==> config.mk <==
export PLATFORM = sky130hd
export DESIGN_NAME = spi_xfer_master
export DESIGN_NICKNAME = d
export VERILOG_FILES = /design/src/rtl/spim_pkg.sv /design/src/rtl/spim_tick.sv /design/src/rtl/spim_sclk.sv /design/src/rtl/spim_shreg.sv /design/src/rtl/spi_xfer_master.sv
export SDC_FILE = /design/constraint.sdc
export NUM_CORES = 1
export LEC_CHECK = 0
export ABC_AREA = 0
export BUFFER_PORTS_ARGS = -buffer_cell sky130_fd_sc_hd__clkbuf_2
export CAP_MARGIN = 10
export CORE_MARGIN = 8
export CORE_UTILIZATION = 55
export CTS_BUF_LIST = sky130_fd_sc_hd__clkbuf_16
export DETAILED_ROUTE_END_ITERATION = 7
export PLACE_DENSITY = 0.79
export SETUP_SLACK_MARGIN = 0.4
export SLEW_MARGIN = 20
export SYNTH_ARGS = -nofsm -noshare
export SYNTH_HDL_FRONTEND = slang
export SYNTH_SLANG_ARGS = --single-unit
==> constraint.sdc <==
create_clock -name clk -period 2.3 [get_ports clk]
set_input_delay 0.23 -clock clk [delete_from_list [all_inputs] [get_ports clk]]
set_output_delay 0.23 -clock clk [all_outputs]
set_load 0.01 [all_outputs]
==> src/rtl/spim_pkg.sv <==
package spim_pkg;

    typedef enum logic [2:0] {
        ST_IDLE = 3'd0,
        ST_PREP = 3'd1,
        ST_XFER = 3'd2,
        ST_DONE = 3'd3
    } spim_state_e;

endpackage

==> src/rtl/spim_tick.sv <==
// Self-reloading down-counter; the strobe is high while the count is zero.
module spim_tick #(
    parameter int DIV_W = 8
) (
    input  logic             clk,
    input  logic             rst_n,
    input  logic [DIV_W-1:0] div_val,
    output logic             tick
);
    logic [DIV_W-1:0] cnt_q;

    always_ff @(posedge clk or negedge rst_n) begin
        if (!rst_n)
            cnt_q <= '0;
        else if (cnt_q == '0)
            cnt_q <= div_val;
        else
            cnt_q <= cnt_q - DIV_W'(1);
    end

    assign tick = (cnt_q == '0);
endmodule

==> src/rtl/spim_sclk.sv <==
// Serial clock register: follows the idle level while parked, toggles on demand.
module spim_sclk (
    input  logic clk,
    input  logic rst_n,
    input  logic park,
    input  logic idle_lvl,
    input  logic toggle,
    output logic sclk
);
    always_ff @(posedge clk or negedge rst_n) begin
        if (!rst_n)
            sclk <= 1'b0;
        else if (park)
            sclk <= idle_lvl;
        else if (toggle)
            sclk <= ~sclk;
    end
endmodule

==> src/rtl/spim_shreg.sv <==
// Transmit and receive shift registers with length-dependent output masking.
module spim_shreg #(
    parameter int BYTES = 4,
    localparam int DATA_W = 8 * BYTES,
    localparam int LEN_W  = $clog2(BYTES)
) (
    input  logic              clk,
    input  logic              rst_n,
    input  logic              load,
    input  logic [DATA_W-1:0] tx_in,
    input  logic [LEN_W-1:0]  len,
    input  logic              shift_tx,
    input  logic              sample,
    input  logic              miso,
    input  logic              commit,
    output logic              mosi,
    output logic [DATA_W-1:0] rx_word
);
    logic [DATA_W-1:0] tx_sr;
    logic [DATA_W-1:0] rx_sr;
    logic [DATA_W-1:0] keep;

    for (genvar b = 0; b < BYTES; b++) begin : g_keep
        assign keep[b*8 +: 8] = (int'(len) >= b) ? 8'hFF : 8'h00;
    end

    always_ff @(posedge clk or negedge rst_n) begin
        if (!rst_n) begin
            tx_sr   <= '0;
            rx_sr   <= '0;
            rx_word <= '0;
        end else begin
            if (load) begin
                tx_sr <= tx_in;
                rx_sr <= '0;
            end else begin
                if (shift_tx)
                    tx_sr <= {tx_sr[DATA_W-2:0], 1'b0};
                if (sample)
                    rx_sr <= {rx_sr[DATA_W-2:0], miso};
            end
            if (commit)
                rx_word <= rx_sr & keep;
        end
    end

    // Top bit of the active window: 8*len + 7
    assign mosi = tx_sr[{len, 3'b111}];
endmodule

==> src/rtl/spi_xfer_master.sv <==
module spi_xfer_master #(
    parameter int DIV_W = 8,
    parameter int SEL_W = 8,
    parameter int BYTES = 4,
    localparam int DATA_W = 8 * BYTES,
    localparam int LEN_W  = $clog2(BYTES),
    localparam int EDGE_W = $clog2(2 * DATA_W)
) (
    input  logic              clk,
    input  logic              rst_n,
    input  logic              start,
    input  logic [DIV_W-1:0]  div_val,
    input  logic [SEL_W-1:0]  sel_mask,
    input  logic [LEN_W-1:0]  len_code,
    input  logic [1:0]        mode,
    input  logic [DATA_W-1:0] tx_word,
    input  logic              miso,
    output logic              busy,
    output logic [DATA_W-1:0] rx_word,
    output logic              sclk,
    output logic              mosi,
    output logic [SEL_W-1:0]  ss_n,
    output logic              tick_test,
    output logic              en_test,
    output logic [2:0]        state_test
);
    import spim_pkg::*;

    spim_state_e       state_q, state_d;
    logic              cpol_q, cpha_q;
    logic [LEN_W-1:0]  len_q;
    logic [SEL_W-1:0]  sel_q;
    logic [EDGE_W-1:0] edge_q;
    logic [EDGE_W-1:0] last_edge;
    logic              tick;
    logic              load, step, sample_now, shift_now, commit, lead;

    spim_tick #(.DIV_W(DIV_W)) u_tick (
        .clk     (clk),
        .rst_n   (rst_n),
        .div_val (div_val),
        .tick    (tick)
    );

    assign last_edge = EDGE_W'(16 * (int'(len_q) + 1) - 1);
    assign lead      = ~edge_q[0];

    // State register
    always_ff @(posedge clk or negedge rst_n) begin
        if (!rst_n)
            state_q <= ST_IDLE;
        else
            state_q <= state_d;
    end

    // Next-state logic
    always_comb begin
        state_d = state_q;
        unique case (state_q)
            ST_IDLE: if (start)                      state_d = ST_PREP;
            ST_PREP: if (tick)                       state_d = ST_XFER;
            ST_XFER: if (tick && edge_q == last_edge) state_d = ST_DONE;
            ST_DONE:                                 state_d = ST_IDLE;
            default:                                 state_d = ST_IDLE;
        endcase
    end

    // Output and control decode
    always_comb begin
        busy       = (state_q != ST_IDLE);
        load       = (state_q == ST_IDLE) && start;
        step       = (state_q == ST_XFER) && tick;
        commit     = (state_q == ST_DONE);
        sample_now = step && (lead ^ cpha_q);
        shift_now  = step && !(lead ^ cpha_q) && (edge_q != '0);
        ss_n       = busy ? ~sel_q : '1;
    end

    // Configuration latch and edge counter
    always_ff @(posedge clk or negedge rst_n) begin
        if (!rst_n) begin
            cpol_q <= 1'b0;
            cpha_q <= 1'b0;
            len_q  <= '0;
            sel_q  <= '0;
            edge_q <= '0;
        end else if (load) begin
            cpol_q <= mode[1];
            cpha_q <= mode[0];
            len_q  <= len_code;
            sel_q  <= sel_mask;
            edge_q <= '0;
        end else if (step) begin
            edge_q <= edge_q + EDGE_W'(1);
        end
    end

    spim_sclk u_sclk (
        .clk      (clk),
        .rst_n    (rst_n),
        .park     (state_q == ST_IDLE),
        .idle_lvl (mode[1]),
        .toggle   (step),
        .sclk     (sclk)
    );

    spim_shreg #(.BYTES(BYTES)) u_shreg (
        .clk      (clk),
        .rst_n    (rst_n),
        .load     (load),
        .tx_in    (tx_word),
        .len      (load ? len_code : len_q),
        .shift_tx (shift_now),
        .sample   (sample_now),
        .miso     (miso),
        .commit   (commit),
        .mosi     (mosi),
        .rx_word  (rx_word)
    );

    assign tick_test  = tick;
    assign en_test    = step;
    assign state_test = state_q;

    logic unused_cpol;
    assign unused_cpol = cpol_q;
endmodule

==> summary.txt <==
Status
  – Outcome: finished with violations
  – Failing checks: setup timing

Power
  – Pwr Density: 666 mW/mm^2
  – Tot Pwr: between 5000 and 6000 uW
  – P_leak: ~0.0039 uW
  – Combinational power share: 2.1%
  – Internal power: 3950 uW
  – Sw Pwr: 1120 uW
  – Flop pwr share: 43.1%
  – Clk pwr share: 54.8%
  – Peak supply drop: 619 uV
  – Sw frac: ~22%

Synth
  – Ys flop type: dfrtp_1
  – Register area share after synthesis: between 50% and 60%
  – Cell Area, Synth: around 0.0055 sq mm
  – Distinct cells, synth: 40
  – Async set-reset flop share out of synthesis: 100%
  – Net Count, Synth: 580
  – Post-synth top cells: 141 x nand2_1, 124 x dfrtp_1, 44 x nor2_1
  – Syn avg cell area: 10.7 sq um
  – Synth area leaders: dfrtp_1 56%, nand2_1 9.6%, mux2i_1 6.7%
  – EDFF count, synth: 0
  – Top-area cell type share of the netlist area: 56.1%
  – #FFs+latches synth: 124
  – Area leader, netlist: dfrtp_1
  – Yosys warns: 0
  – Cells after Synth: 516
  – Most numerous cell in the Yosys netlist: nand2_1

Final layout
  – Nets: 730
  – Multi-input logic area: between 0.002 and 0.0025 sq mm
  – Area Growth Syn to Fin: 37.6%
  – Fillers: roughly 570
  – Finished Cell Area: 0.00761 sq mm
  – Layout cells sized above 1: 36.2%
  – Storage cell area: a little over 0.003 sq mm
  – Final Util: between 70 and 80%
  – N_diodes: 0

Clocking
  – CTS tree: yes
  – Sink Count: approximately 120
  – CTS max path bufs: 2
  – Cts bufs inserted: 17
  – Skew-Pair Late Insertion Delay: ~0.42 ns
  – Root Driver: clkbuf_16
  – CTS clk-pin slew, worst paths: ~0.060 ns
  – H-tree Lvls: 4

STA
  – Max-slew headroom: a little under three fifths
  – RSZ-0062 raised after global routing: true
  – Final Slew Violations: 0
  – Setup-failing EPs final: 1
  – Min Tclk post-route: 2.34 ns
  – Clock Skew: 0.00696 ns
  – Worst Setup Slack, final: -0.0369 ns
  – Setup TNS: -0.0369 ns
  – Hold_ws: 0.0149 ns
  – Fin crit share: 102%
  – Worst Max-Slew Pin Slew: 0.647 ns
  – Peak Freq: 428 MHz
  – Final hold vios: 0

Die
  – Die width: ~120 um
  – Initial core utilization: about 57%
  – I/O pin cnt: 104
  – Rows: 36
  – Die area: 0.0135 sq mm
  – Core Area: 0.00977 sq mm
  – Die height: 116 um

Routing
  – Iter 0 DRT Violations: 374
  – Pre-antenna DRT Iters: 5
  – Via count: 4550
  – Drt drc: 0
  – Routed WL per cell: 19.5 um
  – Final ANT Viol Nets: 0
  – Routed vias/inst: 5.60
  – Post-Route WL: 15900 um

Global route
  – First-pass GRT wire length: 22600 um
  – Total GRT Usage: 21.8%
  – Initial antenna violation count: 0
  – Vias in the first global route: 4630
  – Grt total ovfl: 0
  – Largest net degree at the start of global routing: 54

Worst setup path
  – CP startpoint: state_test[1]$_DFFE_PN0P_
  – Worst-path cell with the longest stage delay: dfrtp_1
  – Required time worst endpoint: 2.07 ns
  – CP Cell Sequence: inv_2, ha_4, and2_4, mux2i_4, mux2i_1, mux2i_1, buf_2
  – Worst reg2reg startpoint: state_test[0]$_DFFE_PN0P_
  – Startpoint Class: register
  – CP max FO: 5
  – R2R depth: 10
  – Most frequent cell on the critical path: mux2i_1
  – CP bufs+invs: 2
  – Top delay family on crit path: multiplexers
  – Worst Setup Path Type: register to primary output
  – Worst path max stage delay: 0.40 ns
  – WP depth: 7
  – Critical Path End Type: primary output
  – Critical Path AT: between 2 and 2.5 ns

Job
  – Max Cap Viol: 0

Placement
  – DP Wirelength: 8590 um
  – Post-DP Area: 0.00631 sq mm
  – PortBufs: slightly above 100
  – RD Place Congestion: between 0.8 and 0.9

Worst hold path
  – Hold crit path type: input port to register
  – Hold_sp: sel_mask[6]
  – Hold path cells: 3
-- per-layer routing --
layer,GRT usage (%),up-vias,part of all wire (%)
li1,-,2033,-
met1,25.9,2271,39
met2,37.0,197,52
met3,4.96,49,5.3
met4,9.85,0,3.7
met5,0,-,0
-- registers in the layout (all words and copies together), names as in the netlist --
name / count
state_test: 2
edge_q: 6
u_sclk.sclk: 1
cpha_q: 1
u_shreg.rx_sr: 32
u_shreg.rx_word: 32
len_q: 2
u_shreg.tx_sr: 32
sel_q: 8
u_tick.cnt_q: 8
-- worst register-to-register path: cells and delay by family, from the launching register on --
kind	cells	cell delay, ns
mux	1	0.32
simple gates	2	0.36
flops	1	0.39
buf+inv	5	0.62
fa+ha+maj	1	0.15
compound gates	1	0.25
-- cell usage in the layout, fill, tap and decap left out, types with 2 or more instances in the layout --
master	netlist	layout
a21oi_1	6	6
a22o_1	24	24
a41oi_1	2	2
and3_1	2	2
buf_12	0	7
buf_16	0	3
buf_2	5	3
buf_4	1	28
buf_6	3	9
bufinv_16	0	3
clkbuf_16	0	20
clkbuf_2	0	95
clkinv_4	0	3
clkinvlp_4	0	7
dfrtp_1	124	122
dfrtp_2	0	2
dlygate4sd3_1	0	5
ha_1	8	5
ha_4	0	3
inv_1	10	6
inv_2	0	4
inv_6	0	4
mux2_1	29	8
mux2_2	11	11
mux2_4	0	21
mux2i_1	37	32
mux2i_2	0	2
mux2i_4	0	3
nand2_1	141	138
nand2_2	1	3
nand2b_1	3	3
nand3_1	6	4
nand3_4	0	2
nor2_1	44	43
nor3_1	3	2
o21ai_0	12	11
xnor2_1	4	4
xor2_1	7	7
-- layout make-up --
class / instances / share of cell area [%]
Clock buffer: 17 / 5.59
Clock inverter: 15 / 2.48
Inverter: 12 / 0.641
Multi-Input combinational cell: 356 / 32.9
Sequential cell: 124 / 40.8
Tap cell: 133 / 2.19
Timing Repair Buffer: 154 / 15.3
Timing Repair inverter: 1 / 0.0987
-- cell families (layout without fill, tap and decap cells) --
kind of cell	count (synthesis)	count (layout)	synth area share [%]
multiplexers	77	77	14.8
other	1	1	0.0678
flip-flops	124	124	56.1
buffers and inverters	36	199	3.03
adder cells (fa/ha/maj)	8	8	1.81
AO/OA/AOI/OAI	50	50	6.79
AND/OR/NAND/NOR	209	209	15.6
XOR/XNOR	11	11	1.74
-- power groups by stage --
stage / clock [uW] / sequential, uW / combinational [uW]
after floorplan: 0 / 2220 / 4.19
after global placement: 0 / 2220 / 99.6
after global routing: 2900 / 2180 / 122
final: 2770 / 2180 / 109
after CTS: 2780 / 2180 / 109
after detailed placement: 0 / 2220 / 101
-- metrics by stage --
step | setup slack, ns | instances
final | -0.0369 | 812
after global placement | 0.219 | 741
after floorplan | 0.278 | 516
after detailed placement | 0.158 | 741
after CTS | 0.0639 | 800
after global routing | -0.0814 | 812
-- what timing repair did --
item                                    CTS  global route
gates resized for setup                  32            34
endpoints found under the setup margin   66           101
endpoints found under the hold margin    47             0
pin swaps                                 3            10
hold buffers                              5             0
buffers inserted                         19             8
gates cloned                              3             4
-- final timing paths --
kind | slack (ns) | endpoint
worst max-delay path | -0.04 | mosi
worst min-delay path | 0.01 | sel_q[6]$_DFFE_PN0N_
worst max register to register | 0.09 | u_shreg.tx_sr[15]$_DFFE_PN0P_
worst min register to register | 0.49 | u_shreg.tx_sr[6]$_DFFE_PN0P_
max in group asynchronous | 1.13 | u_shreg.rx_sr[12]$_DFFE_PN0P_
min in group asynchronous | 0.36 | u_tick.cnt_q[3]$_DFF_PN0_
Note: power is estimated with default switching activity, not from simulation.
